## config.mk

```make
export PLATFORM = sky130hd
export DESIGN_NAME = mdio_master
export DESIGN_NICKNAME = d
export VERILOG_FILES = /design/src/rtl/mdio_pkg.sv /design/src/rtl/mdio_clkgen.sv /design/src/rtl/mdio_engine.sv /design/src/rtl/mdio_regs.sv /design/src/rtl/mdio_master.sv
export SDC_FILE = /design/constraint.sdc
export NUM_CORES = 1
export LEC_CHECK = 0
export ABC_CLOCK_PERIOD_IN_PS = 6900
export BUFFER_PORTS_ARGS = -buffer_cell sky130_fd_sc_hd__buf_2
export CAP_MARGIN = 10
export CELL_PAD_IN_SITES_DETAIL_PLACEMENT = 0
export CELL_PAD_IN_SITES_GLOBAL_PLACEMENT = 1
export CORE_MARGIN = 2
export CORE_UTILIZATION = 50
export DETAILED_ROUTE_END_ITERATION = 8
export PLACE_DENSITY = 0.9
export SLEW_MARGIN = 30
export SYNTH_ARGS = -nofsm -noshare
export SYNTH_HDL_FRONTEND = slang
export SYNTH_SLANG_ARGS = --single-unit
```

## constraint.sdc

```tcl
create_clock -name clk_i -period 6.9 [get_ports clk_i]
set_input_delay 1.725 -clock clk_i [delete_from_list [all_inputs] [get_ports clk_i]]
set_output_delay 1.725 -clock clk_i [all_outputs]
set_load 0.005 [all_outputs]
```

## src/rtl/mdio_pkg.sv

```systemverilog
package mdio_pkg;
  localparam int FRAME_LEN = 64;
  localparam int TA_IDX    = 46;
  localparam int DWORD_W   = 16;

  localparam logic [1:0] SEL_CFG  = 2'd0;
  localparam logic [1:0] SEL_CTRL = 2'd1;
  localparam logic [1:0] SEL_DATA = 2'd2;
  localparam logic [1:0] SEL_ADDR = 2'd3;

  localparam int CFG_HOLD_LSB = 8;
  localparam int CFG_C45_BIT  = 12;
  localparam int CFG_ERR_BIT  = 30;
  localparam int BUSY_BIT     = 31;
  localparam int CTRL_PHY_LSB = 5;
  localparam int CTRL_RD_BIT  = 15;

  typedef enum logic [1:0] {K_ADDR, K_WRITE, K_READ} kind_e;

  function automatic logic [FRAME_LEN-1:0] build_frame(
    input logic c45, input kind_e kind, input logic [4:0] phy,
    input logic [4:0] rg, input logic [DWORD_W-1:0] data);
    logic [1:0] st;
    logic [1:0] op;
    st = c45 ? 2'b00 : 2'b01;
    if (c45) begin
      case (kind)
        K_ADDR:  op = 2'b00;
        K_READ:  op = 2'b11;
        default: op = 2'b01;
      endcase
    end else begin
      op = (kind == K_READ) ? 2'b10 : 2'b01;
    end
    return {32'hFFFF_FFFF, st, op, phy, rg, 2'b10, data};
  endfunction
endpackage

```

## src/rtl/mdio_clkgen.sv

```systemverilog
module mdio_clkgen #(
  parameter int DIV_W = 8
) (
  input  logic             clk_i,
  input  logic             rst_ni,
  input  logic             run_i,
  input  logic [DIV_W-1:0] div_i,
  output logic             mdc_o,
  output logic             rise_o,
  output logic             fall_o
);
  logic [DIV_W-1:0] cnt_q;
  logic             mdc_q;
  logic             tick;

  assign tick   = run_i && (cnt_q == div_i);
  assign rise_o = tick && !mdc_q;
  assign fall_o = tick && mdc_q;
  assign mdc_o  = mdc_q;

  always_ff @(posedge clk_i or negedge rst_ni) begin
    if (!rst_ni) begin
      cnt_q <= '0;
      mdc_q <= 1'b0;
    end else if (!run_i) begin
      cnt_q <= '0;
      mdc_q <= 1'b0;
    end else if (tick) begin
      cnt_q <= '0;
      mdc_q <= ~mdc_q;
    end else begin
      cnt_q <= cnt_q + DIV_W'(1);
    end
  end

  AST_MDC_IDLE_LOW: assert property (@(posedge clk_i) disable iff (!rst_ni)
    !run_i |-> !mdc_q);
endmodule

```

## src/rtl/mdio_engine.sv

```systemverilog
module mdio_engine
  import mdio_pkg::*;
#(
  parameter int DIV_W  = 8,
  parameter int HOLD_W = 3
) (
  input  logic                 clk_i,
  input  logic                 rst_ni,
  input  logic                 start_i,
  input  logic [FRAME_LEN-1:0] frame_i,
  input  logic                 read_i,
  input  logic [DIV_W-1:0]     div_i,
  input  logic [HOLD_W-1:0]    hold_i,
  input  logic                 rise_i,
  input  logic                 fall_i,
  input  logic                 mdio_i,
  output logic                 active_o,
  output logic                 mdio_o,
  output logic                 oe_o,
  output logic                 done_o,
  output logic                 ta_err_o,
  output logic [DWORD_W-1:0]   cap_o
);
  localparam int CW    = (DIV_W > HOLD_W) ? DIV_W : HOLD_W;
  localparam int IDX_W = $clog2(FRAME_LEN);
  localparam logic [IDX_W-1:0] LAST   = IDX_W'(FRAME_LEN - 1);
  localparam logic [IDX_W-1:0] REL    = IDX_W'(TA_IDX);
  localparam logic [IDX_W-1:0] TA2    = IDX_W'(TA_IDX + 1);
  localparam logic [IDX_W-1:0] DSTART = IDX_W'(TA_IDX + 2);

  logic                 active_q, read_q, pend_q;
  logic [FRAME_LEN-1:0] frame_q;
  logic [IDX_W-1:0]     idx_q;
  logic [HOLD_W-1:0]    hcnt_q, hold_eff;
  logic [DWORD_W-1:0]   cap_q;

  // hold cannot reach past the next rising edge
  assign hold_eff = (CW'(hold_i) > CW'(div_i)) ? HOLD_W'(div_i) : hold_i;

  assign active_o = active_q;
  assign done_o   = active_q && fall_i && (idx_q == LAST);
  assign oe_o     = active_q && !(read_q && idx_q >= REL);
  assign mdio_o   = oe_o & frame_q[LAST - idx_q];
  assign ta_err_o = active_q && read_q && rise_i && (idx_q == TA2) && mdio_i;
  assign cap_o    = cap_q;

  always_ff @(posedge clk_i or negedge rst_ni) begin
    if (!rst_ni) begin
      active_q <= 1'b0;
      read_q   <= 1'b0;
      pend_q   <= 1'b0;
      frame_q  <= '0;
      idx_q    <= '0;
      hcnt_q   <= '0;
      cap_q    <= '0;
    end else if (start_i && !active_q) begin
      active_q <= 1'b1;
      read_q   <= read_i;
      frame_q  <= frame_i;
      idx_q    <= '0;
      pend_q   <= 1'b0;
    end else if (active_q) begin
      if (done_o) begin
        active_q <= 1'b0;
        pend_q   <= 1'b0;
      end else if (fall_i) begin
        if (hold_eff == '0) idx_q <= idx_q + IDX_W'(1);
        else begin
          pend_q <= 1'b1;
          hcnt_q <= hold_eff;
        end
      end else if (pend_q) begin
        if (hcnt_q == HOLD_W'(1)) begin
          idx_q  <= idx_q + IDX_W'(1);
          pend_q <= 1'b0;
        end else begin
          hcnt_q <= hcnt_q - HOLD_W'(1);
        end
      end
      if (rise_i && read_q && idx_q >= DSTART) cap_q <= {cap_q[DWORD_W-2:0], mdio_i};
    end
  end

  AST_HOLD_BEFORE_RISE: assert property (@(posedge clk_i) disable iff (!rst_ni)
    rise_i |-> !pend_q);
  AST_START_WHEN_IDLE: assert property (@(posedge clk_i) disable iff (!rst_ni)
    start_i |-> !active_q);
endmodule

```

## src/rtl/mdio_regs.sv

```systemverilog
module mdio_regs
  import mdio_pkg::*;
#(
  parameter int DIV_W  = 8,
  parameter int HOLD_W = 3
) (
  input  logic                 clk_i,
  input  logic                 rst_ni,
  input  logic                 req_i,
  input  logic                 we_i,
  input  logic [3:0]           addr_i,
  input  logic [31:0]          wdata_i,
  output logic [31:0]          rdata_o,
  input  logic                 active_i,
  input  logic                 done_i,
  input  logic                 ta_err_i,
  input  logic [DWORD_W-1:0]   cap_i,
  output logic                 start_o,
  output logic [FRAME_LEN-1:0] frame_o,
  output logic                 read_o,
  output logic [DIV_W-1:0]     div_o,
  output logic [HOLD_W-1:0]    hold_o
);
  logic [DIV_W-1:0]   div_q;
  logic [HOLD_W-1:0]  hold_q;
  logic               c45_q, err_q;
  logic [4:0]         phy_q, rg_q;
  logic [DWORD_W-1:0] data_q, addr_q;
  kind_e              kind_q, kind_n;
  logic [1:0]         sel;
  logic               wr, go_rd, go_wr, go_ad;
  logic               unused_bits;

  assign sel   = addr_i[3:2];
  assign wr    = req_i && we_i && !active_i;
  assign go_rd = wr && (sel == SEL_CTRL) && wdata_i[CTRL_RD_BIT];
  assign go_wr = wr && (sel == SEL_DATA);
  assign go_ad = wr && (sel == SEL_ADDR) && c45_q;
  assign unused_bits = ^{addr_i[1:0], wdata_i[31:16]};

  assign start_o = go_rd | go_wr | go_ad;
  assign read_o  = go_rd;
  assign div_o   = div_q;
  assign hold_o  = hold_q;
  assign kind_n  = go_rd ? K_READ : (go_wr ? K_WRITE : K_ADDR);

  always_comb begin
    if (go_rd)
      frame_o = build_frame(c45_q, K_READ, wdata_i[CTRL_PHY_LSB +: 5], wdata_i[4:0], '0);
    else
      frame_o = build_frame(c45_q, kind_n, phy_q, rg_q, wdata_i[DWORD_W-1:0]);
  end

  always_comb begin
    rdata_o = '0;
    case (sel)
      SEL_CFG: begin
        rdata_o[BUSY_BIT]                    = active_i;
        rdata_o[CFG_ERR_BIT]                 = err_q;
        rdata_o[CFG_C45_BIT]                 = c45_q;
        rdata_o[CFG_HOLD_LSB +: HOLD_W]      = hold_q;
        rdata_o[DIV_W-1:0]                   = div_q;
      end
      SEL_CTRL: begin
        rdata_o[CTRL_PHY_LSB +: 5] = phy_q;
        rdata_o[4:0]               = rg_q;
      end
      SEL_DATA: begin
        rdata_o[BUSY_BIT]      = active_i && (kind_q != K_ADDR);
        rdata_o[DWORD_W-1:0]   = data_q;
      end
      default: rdata_o[DWORD_W-1:0] = addr_q;
    endcase
  end

  always_ff @(posedge clk_i or negedge rst_ni) begin
    if (!rst_ni) begin
      div_q  <= '0;
      hold_q <= '0;
      c45_q  <= 1'b0;
      err_q  <= 1'b0;
      phy_q  <= '0;
      rg_q   <= '0;
      data_q <= '0;
      addr_q <= '0;
      kind_q <= K_ADDR;
    end else begin
      if (wr) begin
        case (sel)
          SEL_CFG: begin
            div_q  <= wdata_i[DIV_W-1:0];
            hold_q <= wdata_i[CFG_HOLD_LSB +: HOLD_W];
            c45_q  <= wdata_i[CFG_C45_BIT];
          end
          SEL_CTRL: begin
            phy_q <= wdata_i[CTRL_PHY_LSB +: 5];
            rg_q  <= wdata_i[4:0];
          end
          SEL_DATA: data_q <= wdata_i[DWORD_W-1:0];
          default:  addr_q <= wdata_i[DWORD_W-1:0];
        endcase
      end
      if (start_o) kind_q <= kind_n;
      if (go_rd) err_q <= 1'b0;
      else if (ta_err_i) err_q <= 1'b1;
      if (done_i && kind_q == K_READ) data_q <= cap_i;
    end
  end

  AST_WRITE_DROPPED_BUSY: assert property (@(posedge clk_i) disable iff (!rst_ni)
    (req_i && we_i && active_i && !done_i) |=> ($stable(data_q) && $stable(div_q) && $stable(phy_q) && $stable(addr_q)));
endmodule

```

## src/rtl/mdio_master.sv

```systemverilog
module mdio_master
  import mdio_pkg::*;
#(
  parameter int DIV_W  = 8,
  parameter int HOLD_W = 3
) (
  input  logic        clk_i,
  input  logic        rst_ni,
  input  logic        req_i,
  input  logic        we_i,
  input  logic [3:0]  addr_i,
  input  logic [31:0] wdata_i,
  output logic [31:0] rdata_o,
  output logic        mdc_o,
  output logic        mdio_o,
  output logic        mdio_oe_o,
  input  logic        mdio_i
);
  logic                 start, rd, active, done, ta_err, rise, fall;
  logic [FRAME_LEN-1:0] frame;
  logic [DWORD_W-1:0]   cap;
  logic [DIV_W-1:0]     div;
  logic [HOLD_W-1:0]    hold;

  mdio_regs #(.DIV_W(DIV_W), .HOLD_W(HOLD_W)) u_regs (
    .clk_i(clk_i), .rst_ni(rst_ni), .req_i(req_i), .we_i(we_i),
    .addr_i(addr_i), .wdata_i(wdata_i), .rdata_o(rdata_o),
    .active_i(active), .done_i(done), .ta_err_i(ta_err), .cap_i(cap),
    .start_o(start), .frame_o(frame), .read_o(rd), .div_o(div), .hold_o(hold)
  );

  mdio_clkgen #(.DIV_W(DIV_W)) u_clk (
    .clk_i(clk_i), .rst_ni(rst_ni), .run_i(active), .div_i(div),
    .mdc_o(mdc_o), .rise_o(rise), .fall_o(fall)
  );

  mdio_engine #(.DIV_W(DIV_W), .HOLD_W(HOLD_W)) u_eng (
    .clk_i(clk_i), .rst_ni(rst_ni), .start_i(start), .frame_i(frame),
    .read_i(rd), .div_i(div), .hold_i(hold), .rise_i(rise), .fall_i(fall),
    .mdio_i(mdio_i), .active_o(active), .mdio_o(mdio_o), .oe_o(mdio_oe_o),
    .done_o(done), .ta_err_o(ta_err), .cap_o(cap)
  );

  AST_MDIO_STILL_MDC_HIGH: assert property (@(posedge clk_i) disable iff (!rst_ni)
    (mdc_o && $past(mdc_o)) |-> ($stable(mdio_o) && $stable(mdio_oe_o)));
endmodule

```

### Word-level counts from Yosys, hierarchy flattened

Index checks and enable logic that the tools add are counted.

* bits in registers: 127
* input bits: 41
* logic and storage cells: 143

* add/sub/neg operators: 4
* $lt $le $gt $ge: 4
* eq/ne operators: 15
* mux-type cells: 48
* bitwise logic cells: 7
* reductions and logical operators: 47

Operators with widths (count)
* 2-to-1 mux 16 bit: 3
* 2-to-1 mux 6 bit: 7
* 2-to-1 mux 30 bit: 1
* case mux 10 bit (3 select lines): 1
* logical AND 1 bit: 23
* 2-to-1 mux 1 bit: 19
* 2-to-1 mux 8 bit: 2
* 2-to-1 mux 3 bit: 5
* == test 6 bit (second input constant): 2
* >= comparator 6 bit (second input constant): 2
* nonzero test 2 bit: 6
* AND reduction 2 bit: 5
* adder 8 x 1 -> 8 bit (second input constant): 1
* == test 2 bit (second input constant): 4
* == test 8 bit: 1
* > comparator 3 x 8 -> 1 bit: 1
* less-than comparator 6 x 7 -> 1 bit (second input constant): 1
* adder 6 x 1 -> 6 bit (second input constant): 1
* binary-select mux 1 bit (select 6 bit): 1
* 2-to-1 mux 2 bit: 3
* case mux 1 bit (3 select lines): 2
* case mux 3 bit (2 select lines): 1
* AND reduction 6 bit: 1
* nonzero test 3 bit: 2
* other kinds (20): 30

### Logic depth before layout (Yosys ltp)

Gate-level depths: netlist of the first run.

* word-level depth: 9
* depth in mapped cells: 9
* mapped depth without buffers: 8

### By module

From an unflattened synthesis of the first run, not the netlist that was laid out.

* cell total of the unflattened synthesis: 827
* area, all modules: 8569.5 um^2

Modules (own cells, without submodules)
* mdio_engine: times used 1, cells each 467, area each 4541.9 um^2
* mdio_regs: times used 1, cells each 311, area each 3534.6 um^2
* mdio_clkgen: times used 1, cells each 49, area each 493.0 um^2

### Worst setup path after synthesis of the first run

Ideal clock, no wire load.

* path kind: input to output
* start: in addr_i[2]
* end: out rdata_o[5]
* data arrival time: 3.136 ns
* required time: 5.175 ns
* path slack: 2.039 ns
* cell stages on the path: 3
* buffers on the path: 2
* cell sequence: buf_1 clkbuf_1 mux4_2

* longest elaborated chain between the ends: 2
* elaborated cells between the ends (all ways): 4
* those cells by class: eq/ne (2); mux (1); reduce/logical (1)

RTL lines
* start, declared: RTL line mdio_master.sv:11 `input logic [3:0] addr_i,`
* == test 2 bit (tied with other cells): RTL line mdio_regs.sv:56 `case (sel)`
* case mux 10 bit (3 select lines) (*): RTL line mdio_regs.sv:56
* end, declared: RTL line mdio_master.sv:13 `output logic [31:0] rdata_o,`

Mark *: on every way between the ends. The rest lies on a longest branch, timed or not.

### Final worst setup path of the first run

* start: in addr_i[2]
* end: out rdata_o[0]

The elaborated chain is that of the path after synthesis.

==> results of run 1 <==
==> path summary, 6_finish.rpt <==
path | slack, ns | endpoint | cells after the start | from
worst min register to register | 0.47 | u_regs.data_q[0] | 1 | u_regs.data_q[0]
min in group asynchronous | 1.39 | u_regs.addr_q[13] | 1 | rst_ni
worst max register to register | 3.79 | u_regs.data_q[15] | 7 | u_eng.idx_q[0]
max in group asynchronous | 4.23 | u_eng.frame_q[3] | 2 | rst_ni
worst max-delay path | 2.12 | rdata_o[0] | 3 | addr_i[2]
worst min-delay path | 0.47 | u_regs.data_q[0] | 1 | u_regs.data_q[0]
==> per-stage QoR <==
step	power (mW)	std cells	area, µm²	utilization
3_3_place_gp	2.11	777	6540	0.540
6_report	3.04	810	7140	0.590
3_5_place_dp	2.15	778	6560	0.541
4_1_cts	3.05	810	7140	0.590
2_1_floorplan	1.87	607	6330	-
5_1_grt	3.23	810	7140	0.590
==> cell type report <==
cell class | instances | area, µm²
Fill cell | 1016 | 4970
Sequential cell | 123 | 3080
Multi-Input combinational cell | 424 | 2950
Clock buffer | 19 | 433
Timing Repair Buffer | 49 | 267
Tap cell | 168 | 210
Clock inverter | 13 | 151
Inverter | 14 | 52.6
==> power by group through the flow <==
stage | clock, mW | sequential [mW] | combinational [mW]
2_1_floorplan | 0 | 1.11 | 0.762
3_3_place_gp | 0 | 1.23 | 0.881
6_report | 0.881 | 1.23 | 0.931
4_1_cts | 0.885 | 1.23 | 0.931
5_1_grt | 0.922 | 1.27 | 1.04
3_5_place_dp | 0 | 1.24 | 0.915
==> critical path, stage by stage <==
cell	delay, ns
buf_2	0.52
mux4_1	0.66
buf_2	0.15
==> logic make-up after synthesis <==
| group | Yosys count | synth area share |
|---|---|---|
| compound gates | 103 | 0.109 |
| xor+xnor | 14 | 0.0195 |
| fa+ha+maj | 7 | 0.0140 |
| buf+inv | 60 | 0.0500 |
| flops | 123 | 0.490 |
| mux | 74 | 0.165 |
| other cells | 1 | 0.000597 |
| simple gates | 212 | 0.151 |
==> sequential cells by signal, indices dropped and copies added (netlist names), 3 cells and up <==
signal,flops
u_eng.idx_q,6
u_eng.hcnt_q,3
u_regs.phy_q,5
u_eng.cap_o,16
u_regs.addr_q,16
u_clk.cnt_q,8
u_regs.hold_o,3
u_regs.div_o,8
u_eng.frame_q,29
u_regs.rg_q,5
u_regs.data_q,16
==> layer usage <==
metal,routed length (µm),vias to the layer above
met3,752,18
met2,7350,131
met5,0,-
li1,-,2118
met1,6690,2345
met4,169,0
==> layout by cell type (no fill, tap or decap), types with 4 or more instances in the layout <==
master and n:
o21ai_0 38, mux2i_1 25, inv_1 14, mux2_2 22, nand2_1 142, nor3_1 6
o21a_1 4, nor2_1 17, a22o_1 17, mux4_2 16, nor2b_1 6, conb_1 14
a21oi_1 8, clkinv_2 6, and3_1 6, ha_1 7, nand3_1 14, xor2_1 13
a21o_1 17, buf_4 6, clkbuf_16 17, dfrtp_1 123, mux2_4 10, buf_2 42
==> results.cfg, run 1 <==
[detailed_routing]
drc_errors = 0
drt-pass1-iter-count = 5
dr.first_iter.drc_count = 346
wirelength_mm = 15.0
num_vias = 4612
ant_nets = 0
via_per_inst = 5.69
routedWlPerCell_um = 18.5

[placed_design]
finalWeightedCongestion = 0.847
post-place-ws_ns = 2.13
dpl.hpwl_mm = 9.88
io_buffers = 43

[sta]
timing.fmax_ghz = 0.209
rsz0062_at_grt = no
slew_violations = 0
timing.hold.ws_ns = 0.468
post-route-period-util = 0.692
period_needed_ns = 4.78
worst_slack_ns = 2.12
timing.setup.tns_ns = 0
hold_violations = 0
tightest_slew_ns = 0.948
slew_headroom = 0.367
skew_ns = 0.00744
setup_viol = 0

[synth]
synth_cell_types = 56
yosysSeqAreaShare = 0.490
synth-edff-count = 0
yosys.area.top_type = dfrtp_1
netlist.area_leader.share = 0.490
synthTopCellsByArea = dfrtp_1 (49%), nand2_1 (8.5%), mux4_2 (5.7%)
yosysMostFrequentCell = nand2_1
ys.flop_type = dfrtp_1
synthCells = 594
synthesis.area_um2 = 6280
yosys_warnings = 0
ys_ff_latch = 123
synth_common_cells = nand2_1 (142), dfrtp_1 (123), o21ai_0 (38), mux2i_1 (25), mux2_2 (22)
syn_avg_cell_area_um2 = 10.6
async_flop_share = 1.00

[die]
num_rows = 40
dieHeight_um = 116
core_area_um2 = 12100
fp.dieW_um = 116
boundaryPins = 76
initial_core_util = 0.518
dieArea_um2 = 13500

[power]
p_int_mw = 1.99
vdd_drop_max_mv = 0.214
p_comb_frac = 0.306
p_sw_frac = 0.345
switchingPower_mw = 1.05
pwr-share-seq = 0.405
total_leakage_power_nw = 3.71
powerDensity_nw_per_um2 = 426
clockPowerShare = 0.289

[cts]
post_cts_buffers = 0
cts_sinks = 123
cts_root_buffer = clkbuf_16
clockBufferDepth = 2
htree_num_levels = 4
clk_latency_ns = 0.41
cts_tree = built
path_clk_slew_ns = 0.05
cts_resized = 0
ctsHoldBuffers = 0
cts_buffers = 17

[min_path]
holdCritPathClass = reg2reg

[global_routing]
grt_use_met2 = 0.385
busiest_layer = met2
grt_pass1_vias = 4645
grt_pass1_wl_mm = 24.7
grt-ovfl-total = 0
met3_usage = 0.0481
grt_max_degree = 65
track_usage = 0.242
antenna_found_initial = 0
grt_use_met1 = 0.338

[finish]
drive_gt1_frac = 0.212
n_antenna_cell = 0
area_growth_pct = 13.8
nets = 677

[setup_path]
cp.required_ns = 5.18
critPathArrivalTime_ns = 3.05
worst-path-max-fanout = 23
end_kind = output pin
critPathLaunchType = primary input
setup.worst_path.class = in2out

[run]
drv_cap = 0

[run_status]
status = finished, final reports clean
Power figures use the tool's default switching activity.
==> run 2: changes to the inputs <==
- ABC_CLOCK_PERIOD_IN_PS: 6900 -> 4800
- CORE_UTILIZATION: 50 -> 46
- PLACE_DENSITY: 0.9 -> 0.84
- clock period: 6.9 -> 4.8 ns (I/O delays scaled with it)
==> run 2 against run 1 <==
Net effect: clock-buffer cell count grew 5; hold slack improved by 0.0060 ns; clock skew decreased by 0.0037 ns; critical endpoint is now mdio_o; highest routed layer unchanged.
==> results.cfg, run 2 (synthesis results as in run 1) <==
[finish]
drive_gt1_frac = 0.214
largest_register_ffs = 29
nets = 682
area_growth_pct = 14.2
final_cells = 822
top_register = u_eng.frame_q
mostFrequentLayoutCell = nand2_1
layout_common_cells = nand2_1 (142), dfrtp_1 (123), buf_2 (42), o21ai_0 (38), mux2i_1 (25)
final_core_util = 0.539
n_antenna_cell = 0

[cts]
cts_resized = 0
clk_latency_ns = 0.43
htree_num_levels = 4
path_clk_slew_ns = 0.05
post_cts_buffers = 0
cts_tree = built
clockBufferDepth = 2
cts_sinks = 123
ctsHoldBuffers = 0
cts_buffers = 17
cts_root_buffer = clkbuf_16

[detailed_routing]
num_vias = 4558
wirelength_mm = 15.0
ant_nets = 0
dr.first_iter.drc_count = 292
routedWlPerCell_um = 18.2
via_per_inst = 5.55
drc_errors = 0
drt-pass1-iter-count = 5

[run_status]
status = finished, final reports clean

[setup_path]
critPathArrivalTime_ns = 2.73
worst-path-max-fanout = 10
end_kind = output pin
setup.worst_path.class = reg2out
critPathLaunchType = flop
cp.required_ns = 3.60

[global_routing]
grt_use_met1 = 0.314
grt-ovfl-total = 0
antenna_found_initial = 0
busiest_layer = met2
grt_use_met2 = 0.347
grt_max_degree = 68
track_usage = 0.225
grt_pass1_wl_mm = 24.6
met3_usage = 0.0458
grt_pass1_vias = 4558

[sta]
hold_violations = 0
period_needed_ns = 3.93
slew_headroom = 0.408
tightest_slew_ns = 0.885
timing.setup.tns_ns = 0
post-route-period-util = 0.818
setup_viol = 0
skew_ns = 0.00378
slew_violations = 0
rsz0062_at_grt = no
worst_slack_ns = 0.872
timing.fmax_ghz = 0.255

[min_path]
holdCritPathClass = reg2reg

[run]
drv_cap = 0

[power]
switchingPower_mw = 1.50
vdd_drop_max_mv = 0.297
p_comb_frac = 0.311
powerDensity_nw_per_um2 = 603
p_sw_frac = 0.346
p_int_mw = 2.82
clockPowerShare = 0.280
pwr-share-seq = 0.409
total_leakage_power_nw = 3.72

[placed_design]
finalWeightedCongestion = 0.853
post-place-ws_ns = 1.01
io_buffers = 43
dp.cells = 790
dpl.hpwl_mm = 10.2

[die]
num_rows = 42
dieArea_um2 = 14600
initial_core_util = 0.472
dieHeight_um = 121
fp.dieW_um = 121
boundaryPins = 76
core_area_um2 = 13300
[run 2: per-layer routing]
layer | up-vias | part of all wire
met4 | 0 | 0.019
li1 | 2133 | -
met3 | 22 | 0.052
met5 | - | 0
met1 | 2276 | 0.46
met2 | 127 | 0.47
[run 2: final timing paths]
path,depth (start not counted),endpoint,slack (ns),from
min,2,u_regs.addr_q[5],0.47,u_regs.addr_q[5]
max reg2reg,9,u_regs.data_q[15],1.57,u_eng.idx_q[0]
min in group asynchronous,1,u_eng.active_o,0.68,rst_ni
min reg2reg,2,u_regs.addr_q[5],0.47,u_regs.addr_q[5]
max in group asynchronous,3,u_regs.phy_q[4],3.13,rst_ni
max,5,mdio_o,0.87,u_eng.idx_q[0]
[run 2: layout make-up]
class                   instances  area, µm²
clock buffers                  24        492
well taps                     176        220
clock inverters                 7       65.1
flip-flops and latches        123       3080
repair buffers                 54        313
inverters                      14       52.6
fillers                      1155       6130
multi-input cells             424       2950
[run 2: metrics by stage]
stage	hold slack (ns)	power (mW)	cell area (µm²)
after detailed placement	0.461	3.11	6590
after global routing	0.480	4.59	7170
final	0.474	4.32	7170
after global placement	0.450	3.05	6590
after CTS	0.475	4.33	7150
after floorplan	0.438	2.69	6330
[run 2: power groups by stage]
stage	Clock, mW	Sequential, mW	Combinational [mW]
final	1.21	1.77	1.34
after global routing	1.26	1.82	1.50
after global placement	0	1.76	1.29
after detailed placement	0	1.78	1.34
after floorplan	0	1.59	1.10
after CTS	1.22	1.76	1.35
[run 2: worst max-delay path, stage by stage (launching register included)]
cell and delay, ns:
dfrtp_1 0.72, mux4_2 0.61, mux4_2 0.47, a22oi_1 0.24, a21oi_1 0.12, buf_2 0.14
==> run 3: changes to the inputs <==
- ABC_AREA: default -> 1
- ABC_CLOCK_PERIOD_IN_PS: 4800 -> 3600
- CORE_UTILIZATION: 46 -> 39
- PLACE_DENSITY: 0.84 -> 0.8
- clock period: 4.8 -> 3.6 ns (I/O delays scaled with it)
==> run 3 against run 2 <==
Net effect: first-iteration DRC count increased by 27%; highest routed layer unchanged; critical endpoint unchanged; clock power up 44%; flip-flop and latch count unchanged; clock-buffer cell count down 2; via count rose by 16%; design area is 2.4% higher; synthesized cell count up 35%; clock skew is 0.0035 ns higher; worst setup slack got worse by 0.44 ns; hold slack worse by 0.013 ns; total power shrank 25%; largest cell class unchanged.
==> results.cfg, run 3 <==
[die]
fp.dieW_um = 132
dieArea_um2 = 17400
num_rows = 46
boundaryPins = 76
core_area_um2 = 15900
initial_core_util = 0.400
dieHeight_um = 132

[placed_design]
finalWeightedCongestion = 0.783
placed_cell_area_um2 = 6750
post-place-ws_ns = 0.693
io_buffers = 43
dp.cells = 1037
dpl.hpwl_mm = 11.7

[finish]
final_cells = 1067
nets = 888
stdcell_area_um2 = 7340
drive_gt1_frac = 0.139
top_register = u_eng.frame_q
area_growth_pct = 15.0
layout_common_cells = nand2_1 (250), dfrtp_1 (123), inv_1 (72), o21ai_0 (69), nand3_1 (68)
largest_register_ffs = 29
n_antenna_cell = 0
mostFrequentLayoutCell = nand2_1

[setup_path]
critPathArrivalTime_ns = 2.27
critPathLaunchType = flop
cp.required_ns = 2.70
cp_top_family = flip-flops
cp_slowest_cell = dfrtp_1
setup.worst_path.class = reg2out
path_cells = buf_4 > a21oi_1 > o21ai_0 > nand2_1 > o211ai_1 > a31oi_1 > nor2_1 > buf_2
path_buf_inv = 2
cpPeakStageDelay_ns = 0.74
end_kind = output pin
worst-path-max-fanout = 20

[sta]
skew_ns = 0.00725
timing.fmax_ghz = 0.315
tightest_slew_ns = 0.739
hold_violations = 0
setup_viol = 0
rsz0062_at_grt = no
period_needed_ns = 3.17
post-route-period-util = 0.881
worst_slack_ns = 0.429
slew_violations = 0
timing.setup.tns_ns = 0
slew_headroom = 0.506

[cts]
cts_tree = built
path_clk_slew_ns = 0.05
clockBufferDepth = 2
htree_num_levels = 4
cts_sinks = 123
cts_root_buffer = clkbuf_16
cts_resized = 0
cts_buffers = 17
clk_latency_ns = 0.42
ctsHoldBuffers = 0
post_cts_buffers = 0

[synth]
yosysSeqAreaShare = 0.482
synthesis.area_um2 = 6380
synth_cell_types = 41
synthCells = 801
synth-edff-count = 0
yosysMostFrequentCell = nand2_1
synthTopCellsByArea = dfrtp_1 (48%), nand2_1 (15%), o21ai_0 (5.4%)
synth_common_cells = nand2_1 (250), dfrtp_1 (123), inv_1 (72), o21ai_0 (69), nand3_1 (68)
ys_ff_latch = 123
netlist.area_leader.share = 0.482
async_flop_share = 1.00
syn_avg_cell_area_um2 = 7.96
yosys.area.top_type = dfrtp_1
ys.flop_type = dfrtp_1
yosys_warnings = 0

[run]
drv_cap = 0

[detailed_routing]
routedWlPerCell_um = 15.6
drt-pass1-iter-count = 5
dr.first_iter.drc_count = 371
wirelength_mm = 16.6
num_vias = 5296
ant_nets = 0
via_per_inst = 4.96
drc_errors = 0

[global_routing]
grt_pass1_vias = 5196
track_usage = 0.202
antenna_found_initial = 0
grt_max_degree = 48
grt-ovfl-total = 0
grt_pass1_wl_mm = 27.6

[power]
total_leakage_power_nw = 3.63
vdd_drop_max_mv = 0.354
powerDensity_nw_per_um2 = 441

[run_status]
status = finished, final reports clean

[min_path]
holdCritPathClass = reg2reg
run 3: cell types whose count changed in the layout (fill, tap and decap cells not counted), moves of 22 or more:
cell / delta
o21ai_0: +31
nand3_1: +54
mux2_2: -22
mux2i_1: -25
nand2_1: +108
nor2_1: +24
inv_1: +58
run 3: stage by stage:
step / power (mW) / utilization / hold WS [ns]
global route: 3.33 / 0.460 / 0.490
finish: 3.23 / 0.460 / 0.461
global placement: 1.52 / 0.423 / 0.445
floorplan: 1.45 / - / 0.430
detailed placement: 1.52 / 0.423 / 0.451
CTS: 3.26 / 0.460 / 0.464
run 3: logic make-up after synthesis:
logic type / after synthesis / share of synthesized area
AOI/OAI and AO/OA: 145 / 0.141
xor gates and xnor gates: 6 / 0.00824
adders and majority gates: 7 / 0.0137
buffers and inverters: 132 / 0.0939
DFF: 123 / 0.482
other: 1 / 0.000588
and+or+nand+nor: 387 / 0.260
run 3: layout make-up:
type	count	area (µm²)
fillers	1628	8610
flip-flops and latches	123	3080
multi-input cells	559	2750
clock buffers	22	474
repair buffers	54	325
inverters	85	320
well taps	216	270
clock inverters	8	118
run 3: routing by layer:
metal	up-vias	share of wire	GRT usage
met3	26	0.036	0.0361
met2	111	0.46	0.315
met1	2486	0.48	0.279
met5	-	0	0
met4	0	0.021	0.0845
li1	2673	-	-
run 3: tightest hold or removal path, stage by stage (launching register included):
cell and delay, ns:
dfrtp_1 0.32, inv_1 0.05, nand2_1 0.06
run 3: final timing paths:
path                                        start                 to  slack (ns)  cells past startpoint
worst min register to register  u_eng.frame_q[17]  u_eng.frame_q[17]        0.46                      2
max in group asynchronous                  rst_ni       u_regs.err_q        2.37                      2
min in group asynchronous                  rst_ni     u_clk.cnt_q[7]        0.53                      1
worst max-delay path               u_eng.idx_q[0]             mdio_o        0.43                      8
worst min-delay path            u_eng.frame_q[17]  u_eng.frame_q[17]        0.46                      2
worst max register to register     u_eng.idx_q[0]   u_regs.data_q[5]        1.20                      9
run 3: where the power goes:
part	internal (mW)	total, mW	switching, mW	leakage [nW]
Combinational	0.0300	0.113	0.0828	1.82
Sequential	1.38	1.38	0	1.52
Clock	1.13	1.74	0.608	0.292
Total	2.54	3.23	0.691	3.63
